### config.mk
export PLATFORM = sky130hd
export DESIGN_NAME = clk_fracdiv
export DESIGN_NICKNAME = d
export VERILOG_FILES = /design/src/rtl/clk_fracdiv_pkg.sv /design/src/rtl/fd_binary_div.sv /design/src/rtl/fd_stretch_timer.sv /design/src/rtl/fd_frac_phase.sv /design/src/rtl/fd_req_sync.sv /design/src/rtl/clk_fracdiv.sv
export SDC_FILE = /design/constraint.sdc
export NUM_CORES = 1
export LEC_CHECK = 0
export BUFFER_PORTS_ARGS = -buffer_cell sky130_fd_sc_hd__buf_2
export CAP_MARGIN = 15
export CORE_UTILIZATION = 30
export CTS_CLUSTER_SIZE = 20
export DETAILED_ROUTE_END_ITERATION = 12
export SYNTH_ARGS = -nofsm -noshare
export SYNTH_HDL_FRONTEND = slang
export SYNTH_HIERARCHICAL = 1
export SYNTH_SLANG_ARGS = --single-unit
### constraint.sdc
create_clock -name clk -period 1.95 [get_ports clk]
set_clock_uncertainty 0.2 [all_clocks]
set_input_delay 0.0975 -clock clk [delete_from_list [all_inputs] [get_ports clk]]
set_output_delay 0.0975 -clock clk [all_outputs]
set_load 0.005 [all_outputs]
### src/rtl/clk_fracdiv_pkg.sv
package clk_fracdiv_pkg;
  localparam int unsigned DEF_DIV_STAGES  = 4;   // /2 .. /16
  localparam int unsigned DEF_STRETCH_LEN = 17;  // 16 advancing + 1 frozen
  localparam int unsigned DEF_SYNC_STAGES = 2;
  localparam int unsigned DEF_SLOW_W      = 2;   // /4 base -> avg /4.25
  localparam int unsigned DEF_FAST_W      = 1;   // /2 base -> avg /2.125
endpackage

### src/rtl/fd_binary_div.sv
module fd_binary_div #(
  parameter int unsigned STAGES = 4
) (
  input  logic              clk,
  input  logic              rst_n,
  output logic [STAGES-1:0] div_o
);
  logic [STAGES-1:0] cnt_q;

  always_ff @(posedge clk or negedge rst_n) begin
    if (!rst_n) cnt_q <= '0;
    else        cnt_q <= cnt_q + 1'b1;
  end

  assign div_o = cnt_q;

  assert_div2_toggle_R1: assert property (@(posedge clk) disable iff (!rst_n)
    1'b1 |=> (cnt_q[0] != $past(cnt_q[0])));

  for (genvar k = 1; k < STAGES; k++) begin : g_phase_chk
    assert_div_phase_R2: assert property (@(posedge clk) disable iff (!rst_n)
      (cnt_q[k] != $past(cnt_q[k])) |-> $fell(cnt_q[k-1]));
  end
endmodule

### src/rtl/fd_stretch_timer.sv
module fd_stretch_timer #(
  parameter int unsigned LEN = 17
) (
  input  logic clk,
  input  logic rst_n,
  output logic hold_o
);
  localparam int unsigned SW = (LEN > 1) ? $clog2(LEN) : 1;
  localparam logic [SW-1:0] LAST = SW'(LEN - 1);

  logic [SW-1:0] slot_q;

  always_ff @(posedge clk or negedge rst_n) begin
    if (!rst_n)              slot_q <= '0;
    else if (slot_q == LAST) slot_q <= '0;
    else                     slot_q <= slot_q + 1'b1;
  end

  assign hold_o = (slot_q == LAST);

  // a frozen slot is always followed by an advancing one
  assert_hold_gap_R5: assert property (@(posedge clk) disable iff (!rst_n)
    hold_o |=> !hold_o);
endmodule

### src/rtl/fd_frac_phase.sv
module fd_frac_phase #(
  parameter int unsigned W = 2
) (
  input  logic clk,
  input  logic rst_n,
  input  logic hold_i,
  output logic clk_o
);
  logic [W-1:0] ph_q;

  always_ff @(posedge clk or negedge rst_n) begin
    if (!rst_n)       ph_q <= '0;
    else if (!hold_i) ph_q <= ph_q + 1'b1;
  end

  assign clk_o = ph_q[W-1];

  assert_hold_freeze_R5: assert property (@(posedge clk) disable iff (!rst_n)
    hold_i |=> $stable(ph_q));

  // covers R3 (W=2) and R4 (W=1)
  assert_phase_step_R3: assert property (@(posedge clk) disable iff (!rst_n)
    !hold_i |=> (ph_q != $past(ph_q)));
endmodule

### src/rtl/fd_req_sync.sv
module fd_req_sync #(
  parameter int unsigned STAGES = 2
) (
  input  logic clk,
  input  logic rst_n,
  input  logic req_i,
  output logic req_o
);
  logic [STAGES-1:0] sh_q;

  always_ff @(posedge clk or negedge rst_n) begin
    if (!rst_n) sh_q <= '0;
    else        sh_q <= {sh_q[STAGES-2:0], req_i};
  end

  assign req_o = sh_q[STAGES-1];

  assert_sync_chain_R7: assert property (@(posedge clk) disable iff (!rst_n)
    1'b1 |=> (sh_q[STAGES-1] == $past(sh_q[STAGES-2])));
endmodule

### src/rtl/clk_fracdiv.sv
module clk_fracdiv
  import clk_fracdiv_pkg::*;
#(
  parameter int unsigned DIV_STAGES  = DEF_DIV_STAGES,
  parameter int unsigned STRETCH_LEN = DEF_STRETCH_LEN,
  parameter int unsigned SYNC_STAGES = DEF_SYNC_STAGES,
  parameter int unsigned SLOW_W      = DEF_SLOW_W,
  parameter int unsigned FAST_W      = DEF_FAST_W
) (
  input  logic                  clk,
  input  logic                  rst_n,
  input  logic                  dma_req_i,
  output logic [DIV_STAGES-1:0] div_o,
  output logic                  frac4_o,
  output logic                  frac2_o,
  output logic                  dma_req_o
);
  logic hold;

  fd_binary_div #(.STAGES(DIV_STAGES)) u_bin (
    .clk(clk), .rst_n(rst_n), .div_o(div_o));

  fd_stretch_timer #(.LEN(STRETCH_LEN)) u_tmr (
    .clk(clk), .rst_n(rst_n), .hold_o(hold));

  fd_frac_phase #(.W(SLOW_W)) u_slow (
    .clk(clk), .rst_n(rst_n), .hold_i(hold), .clk_o(frac4_o));

  fd_frac_phase #(.W(FAST_W)) u_fast (
    .clk(clk), .rst_n(rst_n), .hold_i(hold), .clk_o(frac2_o));

  fd_req_sync #(.STAGES(SYNC_STAGES)) u_sync (
    .clk(clk), .rst_n(rst_n), .req_i(dma_req_i), .req_o(dma_req_o));

  always_comb begin
    assert_reset_quiet_R6: assert (rst_n || (div_o == '0 && !frac4_o && !frac2_o && !dma_req_o));
  end
endmodule

### Word level (Yosys, flattened, before mapping)

Index checks and enable logic that the tools add are counted.

* bits in read-only memories: 0
* output and inout port bits: 7
* input bits: 3
* memories: 0
* memory bits (writable): 0
* bits in registers: 14
* word-level logic and storage cells: 11
* bits in latches: 0

* bitwise logic cells: 0
* reductions and logical operators: 0
* shifts and indexed selects: 0
* eq/ne operators: 1
* multiplexer cells: 1
* multipliers: 0
* divide/modulo/power cells: 0
* magnitude comparators: 0
* $add $sub $neg: 4

Operator list (count)
* $add 5x1->5 const B: 1
* $eq 5x5->1 const B: 1
* $mux 5: 1
* $add 4x1->4 const B: 1
* $add 2x1->2 const B: 1
* $add 1x1->1 const B: 1

### Logic depth before layout (Yosys ltp)

Gate-level depths: netlist of the first run.

* depth in word-level cells: 2
* gate-level depth with buffers: 6
* mapped depth without buffers: 6

### By module

Netlist of the first run, hierarchy kept.

By module, submodules not included
* fd_stretch_timer: sequential area each 125.1 um^2, cells an instance 21, instances 1, area an instance 236.5 um^2
* fd_binary_div: sequential area each 100.1 um^2, cells an instance 9, instances 1, area an instance 138.9 um^2
* fd_frac_phase at u_slow: sequential area each 50.0 um^2, cells an instance 5, instances 1, area an instance 88.8 um^2
* fd_req_sync: sequential area each 50.0 um^2, cells an instance 2, instances 1, area an instance 50.0 um^2
* fd_frac_phase at u_fast: sequential area each 25.0 um^2, cells an instance 2, instances 1, area an instance 33.8 um^2

### Worst setup path before layout of the first run

No wires, ideal clock.

* path type: register -> register
* from: register u_tmr.slot_q[0]
* to: register u_slow.ph_q[1]
* slack: 0.479 ns
* clock period less this slack: 1.471 ns
* setup time: 0.123 ns
* arrival: 1.147 ns
* cell stages (with the launch flop): 7
* data required time: 1.627 ns
* buffers on the path: 0
* path through: dfrtp_1 inv_1 ha_1 nand3b_1 nor2_1 nand2b_4 xnor2_2

* word-level cells in the longest chain between the ends: 1

Ends and longest elaborated chain
* start, declared: line fd_stretch_timer.sv:11 `logic [SW-1:0] slot_q;`
* start signal, assigned: line fd_stretch_timer.sv:16 `else slot_q <= slot_q + 1'b1;`
* $eq 5x5->1: line fd_stretch_timer.sv:19 `assign hold_o = (slot_q == LAST);`
* net hold: line clk_fracdiv.sv:18 `logic hold;`
* end signal, assigned: line fd_frac_phase.sv:13 `else if (!hold_i) ph_q <= ph_q + 1'b1;`
* end, declared: line fd_frac_phase.sv:9 `logic [W-1:0] ph_q;`

The timed path passes the listed nets, and every way through them passes these cells.
A chain may end at the register's enable or synchronous reset.

### Worst setup path in the final report of the first run

Ends and elaborated chain as after synthesis.

==> summary.md, run 1 <==
| Metric | Value |
|---|---|
| #FFs+latches synth | 14 |
| Die ar. | 2000 um^2 |
| Highest clock rate | 624 MHz |
| Clk root buf | clkbuf_4 |
| Area delta synth->final | 24.2% |
| Final nets | 61 |
| Register area | 350 um^2 |
| Fillers | 169 |
| Clock transition at path regs | 80 ps |
| Final slew viol count | 0 |
| Final ANT Viol Nets | 0 |
| Pre-CTS WS | 358 ps |
| Starting Density | 31.7% |
| RSZ-0062 raised after global routing | false |
| Mapped Nets | 45 |
| Setup_tns | 0 ps |
| CTS Sinks | 14 |
| Crit path launch type | flop |
| Boundary Pins | 10 |
| CTS tree | built |
| GPL Wtd Cong | 0.671 |
| # rows | 15 |
| Slew @ Worst Pin | 339 ps |
| Die width | 44.7 um |
| H-Tree Depth | 1 |
| Area of the core | 1730 um^2 |
| Hold Crit Class | input port to asynchronous set/reset pin |
| Largest net degree at the start of global routing | 15 |
| Die height | 44.7 um |
| Clock tree buffer depth | 2 |
| Syn_area_per_cell | 14.1 um^2 |
| Resize count post-CTS | 0 |
| CTS Buf Count | 3 |
| Via density | 3.99 |
| Antenna Cells | 0 |
| Hpwl dp | 575 um |
| Setup violations, final | 0 |
| CP Class | flop to flop |
| Pwr Total | 0.505 mW |
| Leakage Power | 0.355 nW |
| Synth cell types | 16 |
| Drt wl/cell | 9.47 um |
| Via count | 315 |
| Drt first pass iters | 4 |
| VDD IR max | 0.381 mV |
| Synthesized cell area | 548 um^2 |
| Drt total wl | 748 um |
| Layout cell share with drive strength beyond 1 | 31.5% |
| Antenna violations before repair | 0 |
| Maxcap violations | 0 |
| Worst Setup End Kind | flop |
| Status | completed |
| Cell Pwr Density | 743 nW/um^2 |
| Period utilization | 82.2% |
| Initial DRC count | 2 |
| Ys Warns | 6 |
| Clock latency on the worst-skew pair | 270 ps |
| Crit path DAT | 1610 ps |
| Worst relative slew slack | 77.3% |
| Reg-to-reg critical path startpoint | u_tmr/slot_q[0]$_DFF_PN0_ |
| Max FO, Critical Path | 4 |
| Register area share after synthesis | 63.9% |
| GRT Total Usage | 9.09% |
| Tmin final | 1600 ps |
| CP startpoint | u_tmr/slot_q[0]$_DFF_PN0_ |
| Input/output buffers | 9 |
| Residual overflow from global routing | 0 |
| DRC viols | 0 |
| First-pass GRT wire length | 1220 um |
| Multi-input gate area | 186 um^2 |
| Gate count after technology mapping | 39 |
| WP data required | 1950 ps |
| Vias in the first global route | 274 |
| Worst Setup Slack, final | 347 ps |
| Fin. Hold Viols | 0 |
## routing by layer
metal  up-vias  wire (um)  global-route usage, %
li1        159          -                      -
met3         2         18                   1.20
met4         0         16                   9.09
met2         5        354                   11.8
met1       149        359                   12.7
met5         -          0                      0
## final timing paths
path	cells past startpoint	endpoint	slack, ps
max	6	u_slow/ph_q[1]$_DFFE_PN0N_	350
min	2	u_tmr/slot_q[2]$_DFF_PN0_	30
max reg2reg	6	u_slow/ph_q[1]$_DFFE_PN0N_	350
min reg2reg	0	u_sync/sh_q[1]$_DFF_PN0_	160
max in group asynchronous	2	u_tmr/slot_q[4]$_DFF_PN0_	1290
min in group clk	0	u_sync/sh_q[1]$_DFF_PN0_	160
## cell usage in the layout, fill, tap and decap left out
cell	netlist	routed
nand2_1	1	1
dlygate4sd3_1	0	2
clkbuf_8	0	1
ha_1	3	3
nor3_2	1	1
nor2_1	2	2
mux2i_1	1	1
inv_1	3	3
and4_2	1	1
nand2b_1	1	1
nand3b_1	1	1
nand2b_4	1	1
clkbuf_4	0	3
xnor2_2	1	1
dfrtp_1	14	14
xnor2_1	4	4
xor2_1	1	1
buf_2	0	9
nand3_1	2	2
a21oi_1	2	2
## registers in the layout, summed over array words and instances (netlist names)
register / count
u_bin/div_o: 4
u_sync/sh_q: 2
u_tmr/slot_q: 5
u_slow/ph_q: 2
u_fast/clk_o: 1
## synth_stat cells, drive strengths merged
cell type	instances	area share, %
a21oi	2	1.8
and4	1	1.8
dfrtp	14	64
ha	3	6.9
inv	3	2.1
mux2i	1	1.8
nand2	1	0.68
nand2b	2	3.7
nand3	2	1.8
nand3b	1	1.4
nor2	2	1.4
nor3	1	1.8
xnor2	5	9.4
xor2	1	1.6
## cell families (layout without fill, tap and decap cells)
kind of cell,after synthesis,count (layout),synth area share [%]
DFF,14,14,63.9
AOI/OAI and AO/OA,2,2,1.83
adders and majority gates,3,3,6.85
muxes,1,1,1.83
xor gates and xnor gates,6,6,11.0
buffers and inverters,3,18,2.05
and+or+nand+nor,10,10,12.6
## final cells by class
| class | count | share of cell area, % |
|---|---|---|
| Timing Repair Buffer | 11 | 9.56 |
| Inverter | 3 | 1.65 |
| Sequential cell | 14 | 51.5 |
| Multi-Input combinational cell | 22 | 27.4 |
| Tap cell | 25 | 4.60 |
| Clock buffer | 4 | 5.33 |
## metrics by stage
stage / hold slack (ps) / std cells / cell area (um^2) / utilization, %
floorplan: -398 / 39 / 548 / -
global placement: -191 / 73 / 624 / 36.2
detailed placement: -195 / 73 / 624 / 36.2
CTS: 37.3 / 79 / 681 / 39.4
global route: 59.7 / 79 / 681 / 39.4
finish: 33.5 / 79 / 681 / 39.4
## critical path: stages, from the launching register on
cell	delay [ps]
dfrtp_1	420
inv_1	70
ha_1	150
nand3b_1	90
nor2_1	290
nand2b_4	210
xnor2_2	100
## report_power, final
| part | switching, mW | leakage (nW) | internal [mW] |
|---|---|---|---|
| Sequential | 0.000574 | 0.155 | 0.292 |
| Combinational | 0.00613 | 0.180 | 0.00469 |
| Clock | 0.0885 | 0.0210 | 0.113 |
| Total | 0.0952 | 0.355 | 0.410 |
## repair_timing
item	CTS	global route
hold buffers	2	0
hold endpoints to repair	15	0
endpoints found under the setup margin	0	0
buffers inserted	0	0
(Power assumes the default switching activity.)
==> inputs of run 2 (changes only) <==
==> constraint.sdc (replaced) <==
create_clock -name clk -period 1.4 [get_ports clk]
set_clock_uncertainty 0.2 [all_clocks]
set_input_delay 0.07 -clock clk [delete_from_list [all_inputs] [get_ports clk]]
set_output_delay 0.07 -clock clk [all_outputs]
set_load 0.005 [all_outputs]
==> run 2 against run 1 <==
  * The flow now finishes with violations (DRC, setup timing)
  * Register-to-register slack worse by 360 ps
  * Count of clock-buffer cells in the layout stayed put
  * Core utilization is 4.8 points higher
  * Critical endpoint unchanged
  * Critical path depth stayed put
  * Worst hold slack worse by 18 ps
  * Routed wire length is 16% higher
  * Clock power is 38% higher
  * Setup slack worse by 360 ps
  * Sequential power is 39% higher
  * First-iteration DRC count is 50% higher
  * Non-clock buffer count is 9 higher
==> summary.md, run 2 (synthesis results as in run 1) <==
| Metric | Value |
|---|---|
| Pre-CTS WS | -12.8 ps (was 358 ps) |
| Int Pwr | 0.571 mW (was 0.410 mW) |
| DP Area | 649 um^2 (was 624 um^2) |
| Hold Crit Class | input port to asynchronous set/reset pin (unchanged) |
| Crit path launch type | flop (unchanged) |
| Area delta synth->final | 39.3% (was 24.2%) |
| Cell Pwr Density | 920 nW/um^2 (was 743 nW/um^2) |
| Worst relative slew slack | 79.6% (was 77.3%) |
| Clock share of power | 39.7% (was 40.0%) |
| Layout cell share with drive strength beyond 1 | 47.6% (was 31.5%) |
| CTS Sinks | 14 (unchanged) |
| Failing checks | DRC, setup timing |
| Most common cell after layout, fill and taps aside | dfrtp_1 (unchanged) |
| Leakage Power | 0.399 nW (was 0.355 nW) |
| Clk root buf | clkbuf_4 (unchanged) |
| First-pass GRT wire length | 1520 um (was 1220 um) |
| Vias in the first global route | 362 (was 274) |
| Fillers | 174 (was 169) |
| WP data required | 1400 ps (was 1950 ps) |
| Final ANT Viol Nets | 0 (unchanged) |
| Crit path DAT | 1420 ps (was 1610 ps) |
| Status | finished with violations (was completed) |
| Sequential power share | 58.0% (was 57.9%) |
| Max FFs per register | 5 (unchanged) |
| Die height | 44.7 um (unchanged) |
| Commonest cells after routing, fill and taps aside | 14 x dfrtp_1, 9 x buf_2, 9 x buf_4 (was 14 x dfrtp_1, 9 x buf_2, 4 x xnor2_1) |
| Clock transition at path regs | 80 ps (about the same) |
| Die width | 44.7 um (unchanged) |
| Highest clock rate | 707 MHz (was 624 MHz) |
| Tmin final | 1420 ps (was 1600 ps) |
| CP top delay family | simple AND/OR/NAND/NOR gates (unchanged) |
| Die ar. | 2000 um^2 (unchanged) |
| Clock tree buffer depth | 2 (unchanged) |
| Final std cells w/o fill | 88 (was 79) |
| Post-route cell area | 763 um^2 (was 681 um^2) |
| Via count | 359 (was 315) |
| Drt total wl | 870 um (was 748 um) |
| Input/output buffers | 9 (unchanged) |
| CTS tree | built (unchanged) |
| CTS Buf Count | 3 (unchanged) |
| Placed cells | 76 (was 73) |
| Combinational share of power | 2.2% (was 2.1%) |
| Sw power | 0.131 mW (was 0.0952 mW) |
| GPL Wtd Cong | 0.697 (was 0.671) |
| Drt wl/cell | 9.89 um (was 9.47 um) |
| RSZ-0062 raised after global routing | true (was false) |
| Max incr delay on CP | 400 ps (was 420 ps) |
| Antenna violations before repair | 0 (unchanged) |
| Crit-path cells | inv_1, ha_2, nand3b_1, nor2_2, nand2b_4, xnor2_2 (was inv_1, ha_1, nand3b_1, nor2_1, nand2b_4, xnor2_2) |
| Setup_tns | -18.0 ps (was 0 ps) |
| Largest register by flop count | u_tmr/slot_q (unchanged) |
| Initial DRC count | 3 (was 2) |
| Critical Path Slowest Stage Cell | dfrtp_1 (unchanged) |
| Switching Fraction | 18.6% (was 18.8%) |
| # rows | 15 (unchanged) |
| Pwr Total | 0.702 mW (was 0.505 mW) |
| Residual overflow from global routing | 0 (unchanged) |
| Final slew viol count | 0 (unchanged) |
| CP Class | flop to flop (unchanged) |
| H-Tree Depth | 1 (unchanged) |
| Worst Setup End Kind | flop (unchanged) |
| Worst Path Buf+Inv | 1 (unchanged) |
| Setup violations, final | 2 (was 0) |
| Via density | 4.08 (was 3.99) |
| Hpwl dp | 573 um (was 575 um) |
| VDD IR max | 0.441 mV (was 0.381 mV) |
| Boundary Pins | 10 (unchanged) |
| Final nets | 70 (was 61) |
| GRT Total Usage | 11.6% (was 9.09%) |
| DRC viols | 2 (was 0) |
| Starting Density | 31.7% (unchanged) |
| Largest net degree at the start of global routing | 15 (unchanged) |
| Period utilization | 101% (was 82.2%) |
| Antenna Cells | 0 (unchanged) |
| Drt first pass iters | 7 (was 4) |
| Max FO, Critical Path | 3 (was 4) |
| Maxcap violations | 0 (unchanged) |
| Area of the core | 1730 um^2 (unchanged) |
| Fin. Hold Viols | 0 (unchanged) |
| Slew @ Worst Pin | 306 ps (was 339 ps) |
| Clock latency on the worst-skew pair | 270 ps (about the same) |
| Worst Setup Slack, final | -15.0 ps (was 347 ps) |
run 2: cell count changes in the layout (fill, tap and decap cells not counted):
cell,before,now
buf_4,0,9
nor2_1,2,1
ha_1,3,1
ha_2,0,2
xnor2_1,4,3
xnor2_2,1,2
nor2_2,0,1
run 2: power groups by stage:
stage | Sequential [mW] | Clock [mW] | Combinational (mW)
4_1_cts | 0.408 | 0.296 | 0.0164
3_5_place_dp | 0.416 | 0 | 0.0123
6_report | 0.408 | 0.279 | 0.0155
2_1_floorplan | 0.416 | 0 | 0.000000136
3_3_place_gp | 0.416 | 0 | 0.0121
5_1_grt | 0.408 | 0.318 | 0.0182
run 2: worst reg2reg max path: stages (launching register included):
cell	delay, ps
dfrtp_1	400
inv_1	60
ha_2	170
nand3b_1	110
nor2_2	160
nand2b_4	160
xnor2_2	100
run 2: layout make-up:
class	count	area, um^2	share of cell area [%]
clock buffers	4	36.3	4.75
repair buffers	20	133	17.4
inverters	3	11.3	1.48
flip-flops and latches	14	350	45.9
multi-input cells	22	201	26.4
well taps	25	31.3	4.10
run 2: layer usage:
layer	share of wire, %	track usage (%)	vias up
met2	51	16.2	5
met5	0	0	-
met3	1.1	4.80	2
met4	1.5	10.9	0
met1	46	13.4	176
li1	-	-	176
run 2: metrics by stage:
step                util (%)  hold slack [ps]
floorplan                  -             -426
global placement        37.6             -219
detailed placement      37.6             -219
CTS                     43.3             7.56
global route            44.2             41.1
finish                  44.2             15.8
run 2: final timing paths:
check / from / end / slack, ps / cells after the start
max: u_tmr/slot_q[1]$_DFF_PN0_ / u_slow/ph_q[1]$_DFFE_PN0N_ / -20 / 6
min: rst_n / u_slow/ph_q[1]$_DFFE_PN0N_ / 20 / 2
max reg2reg: u_tmr/slot_q[1]$_DFF_PN0_ / u_slow/ph_q[1]$_DFFE_PN0N_ / -20 / 6
min reg2reg: u_sync/sh_q[0]$_DFF_PN0_ / u_sync/sh_q[1]$_DFF_PN0_ / 170 / 0
max in group asynchronous: rst_n / u_tmr/slot_q[0]$_DFF_PN0_ / 760 / 2
min in group clk: u_sync/sh_q[0]$_DFF_PN0_ / u_sync/sh_q[1]$_DFF_PN0_ / 170 / 0
run 2: timing repair:
action,CTS,global route
setup buffers,5,1
endpoints found under the hold margin,15,0
resized for setup,2,1
hold buffers,2,0
pin swaps,2,3
endpoints found under the setup margin,2,5
==> inputs of run 3 (changes only) <==
--- a/config.mk
+++ b/config.mk
@@ -10,6 +10,8 @@
 export CORE_UTILIZATION = 30
 export CTS_CLUSTER_SIZE = 20
 export DETAILED_ROUTE_END_ITERATION = 12
+export HOLD_SLACK_MARGIN = 0.03
+export SETUP_SLACK_MARGIN = 0.4
 export SYNTH_ARGS = -nofsm -noshare
 export SYNTH_HDL_FRONTEND = slang
 export SYNTH_HIERARCHICAL = 1
==> run 3 against run 2 <==
  * Cell count increased by 4.5%
  * Fmax increased by 0.34%
  * Critical endpoint is now u_tmr/slot_q[4]$_DFF_PN0_
  * Via count increased by 5.8%
  * The flow finishes with violations (setup timing)
  * Count of clock-buffer cells in the layout decreased by 1
  * Critical path type unchanged
  * Sequential share of layout area decreased by 4.7 points
==> summary.md, run 3 (synthesis results as in run 1) <==
| Metric | Value |
|---|---|
| Die height | 44.7 um (unchanged) |
| GRT Total Usage | 12.1% (was 11.6%) |
| Most common cell after layout, fill and taps aside | dfrtp_1 (unchanged) |
| CTS tree | built (unchanged) |
| R2r setup slk | -10 ps (was -20 ps) |
| Final core occ | 49.3% (was 44.2%) |
| Area delta synth->final | 55.3% (was 39.3%) |
| Leakage Power | 0.427 nW (was 0.399 nW) |
| Final slew viol count | 0 (unchanged) |
| CTS Buf Count | 3 (unchanged) |
| Worst R2R End | u_tmr/slot_q[4]$_DFF_PN0_ (was u_slow/ph_q[1]$_DFFE_PN0N_) |
| First-pass GRT wire length | 1650 um (was 1520 um) |
| Initial DRC count | 6 (was 3) |
| Highest clock rate | 709 MHz (was 707 MHz) |
| DRC viols | 0 (was 2) |
| Tmin final | 1410 ps (was 1420 ps) |
| Drt first pass iters | 5 (was 7) |
| Worst Setup Slack, final | -10.2 ps (was -15.0 ps) |
| Pwr Total | 0.638 mW (was 0.702 mW) |
| Worst hold margin | 11.9 ps (was 15.8 ps) |
| CTS Sinks | 14 (unchanged) |
| Drt wl/cell | 9.96 um (was 9.89 um) |
| Max FFs per register | 5 (unchanged) |
| Die ar. | 2000 um^2 (unchanged) |
| Antenna violations before repair | 0 (unchanged) |
| Multi-input gate area | 254 um^2 (was 201 um^2) |
| Boundary Pins | 10 (unchanged) |
| Antenna Cells | 0 (unchanged) |
| Reg-to-reg critical path startpoint | u_tmr/slot_q[0]$_DFF_PN0_ (was u_tmr/slot_q[1]$_DFF_PN0_) |
| H-Tree Depth | 1 (unchanged) |
| CP Class | flop to flop (unchanged) |
| Fin. Hold Viols | 0 (unchanged) |
| Maxcap violations | 0 (unchanged) |
| Input/output buffers | 9 (unchanged) |
| Via count | 380 (was 359) |
| Hold Crit Class | input port to asynchronous set/reset pin (unchanged) |
| Crit path launch type | flop (unchanged) |
| Failing checks | setup timing (was DRC, setup timing) |
| Fillers | 161 (was 174) |
| Clock tree buffer depth | 2 (unchanged) |
| Slew @ Worst Pin | 310 ps (was 306 ps) |
| Drt total wl | 916 um (was 870 um) |
| CP startpoint | u_tmr/slot_q[0]$_DFF_PN0_ (was u_tmr/slot_q[1]$_DFF_PN0_) |
| Cell Pwr Density | 749 nW/um^2 (was 920 nW/um^2) |
| Setup violations, final | 1 (was 2) |
| Residual overflow from global routing | 0 (unchanged) |
| Max FO, Critical Path | 4 (was 3) |
| Status | finished with violations (unchanged) |
| GPL Wtd Cong | 0.664 (was 0.697) |
| Crit path DAT | 1410 ps (was 1420 ps) |
| Worst relative slew slack | 79.3% (was 79.6%) |
| Area of the core | 1730 um^2 (unchanged) |
| Final nets | 75 (was 70) |
| R2r worst-path depth | 5 (was 6) |
| Clk root buf | clkbuf_4 (unchanged) |
| Via density | 4.13 (was 4.08) |
| Starting Density | 31.7% (unchanged) |
| # rows | 15 (unchanged) |
| RSZ-0062 raised after global routing | true (unchanged) |
| VDD IR max | 0.454 mV (was 0.441 mV) |
| Die width | 44.7 um (unchanged) |
| Clock latency on the worst-skew pair | 270 ps (about the same) |
| Period utilization | 101% (about the same) |
| Final ANT Viol Nets | 0 (unchanged) |
| Vias in the first global route | 387 (was 362) |
| Clock transition at path regs | 80 ps (about the same) |
| Largest net degree at the start of global routing | 15 (unchanged) |
| Largest register by flop count | u_tmr/slot_q (unchanged) |
| Worst Setup End Kind | flop (unchanged) |
| WP data required | 1400 ps (about the same) |
| Layout cell share with drive strength beyond 1 | 59.7% (was 47.6%) |
| Register area | 350 um^2 (unchanged) |
| Commonest cells after routing, fill and taps aside | 14 x dfrtp_1, 11 x buf_4, 9 x buf_2 (was 14 x dfrtp_1, 9 x buf_2, 9 x buf_4) |
[run 3: cell count changes in the layout (fill, tap and decap cells not counted), sizes merged]
cell and change:
buf +5, clkbuf -1
[run 3: critical path, stage by stage (launching register included)]
cell and delay [ps]:
dfrtp_1 400, buf_4 150, buf_6 110, ha_4 160, and4_2 230, nor3_2 90
[run 3: worst max path at each step]
stage | end | depth (start not counted) | slack (ps)
after floorplan | u_slow/ph_q[1]$_DFFE_PN0N_ | 6 | 4
after detailed placement | u_slow/ph_q[1]$_DFFE_PN0N_ | 6 | -20
after global placement | u_slow/ph_q[1]$_DFFE_PN0N_ | 6 | -20
final | u_tmr/slot_q[4]$_DFF_PN0_ | 5 | -10
after global routing | u_slow/ph_q[1]$_DFFE_PN0N_ | 6 | -80
after CTS | u_fast/clk_o$_DFFE_PN0N_ | 6 | 2
[run 3: power breakdown]
group	switching [mW]	leakage [nW]	internal, mW
Sequential	0.000648	0.155	0.407
Combinational	0.00893	0.258	0.00653
Clock	0.115	0.0138	0.0994
Total	0.125	0.427	0.513
[run 3: repair_timing]
item,CTS,global route
endpoints found under the setup margin,17,18
hold buffers,2,0
resized for setup,10,5
buffers inserted,10,1
endpoints found under the hold margin,15,0
pin swaps,4,2
[run 3: cell type report]
class	count	area share (%)
clock buffers	3	2.65
well taps	25	3.68
multi-input cells	22	29.9
flip-flops and latches	14	41.2
repair buffers	25	21.3
inverters	3	1.32
[run 3: stage by stage]
step / setup TNS, ps / cell area [um^2] / instances / setup WS (ps)
after detailed placement: -35.3 / 652 / 76 / -24.5
final: -10.2 / 851 / 92 / -10.2
after floorplan: 0 / 553 / 39 / 3.70
after global routing: -301 / 851 / 92 / -80.9
after CTS: 0 / 822 / 91 / 2.46
after global placement: -26.4 / 652 / 76 / -22.1
[run 3: per-layer routing]
| layer | global-route usage (%) | routed length (um) | vias to the layer above |
|---|---|---|---|
| met2 | 17.1 | 496 | 5 |
| met3 | 3.60 | 16 | 0 |
| met5 | 0 | 0 | - |
| met4 | 9.09 | 0 | 0 |
| li1 | - | - | 184 |
| met1 | 15.8 | 402 | 191 |
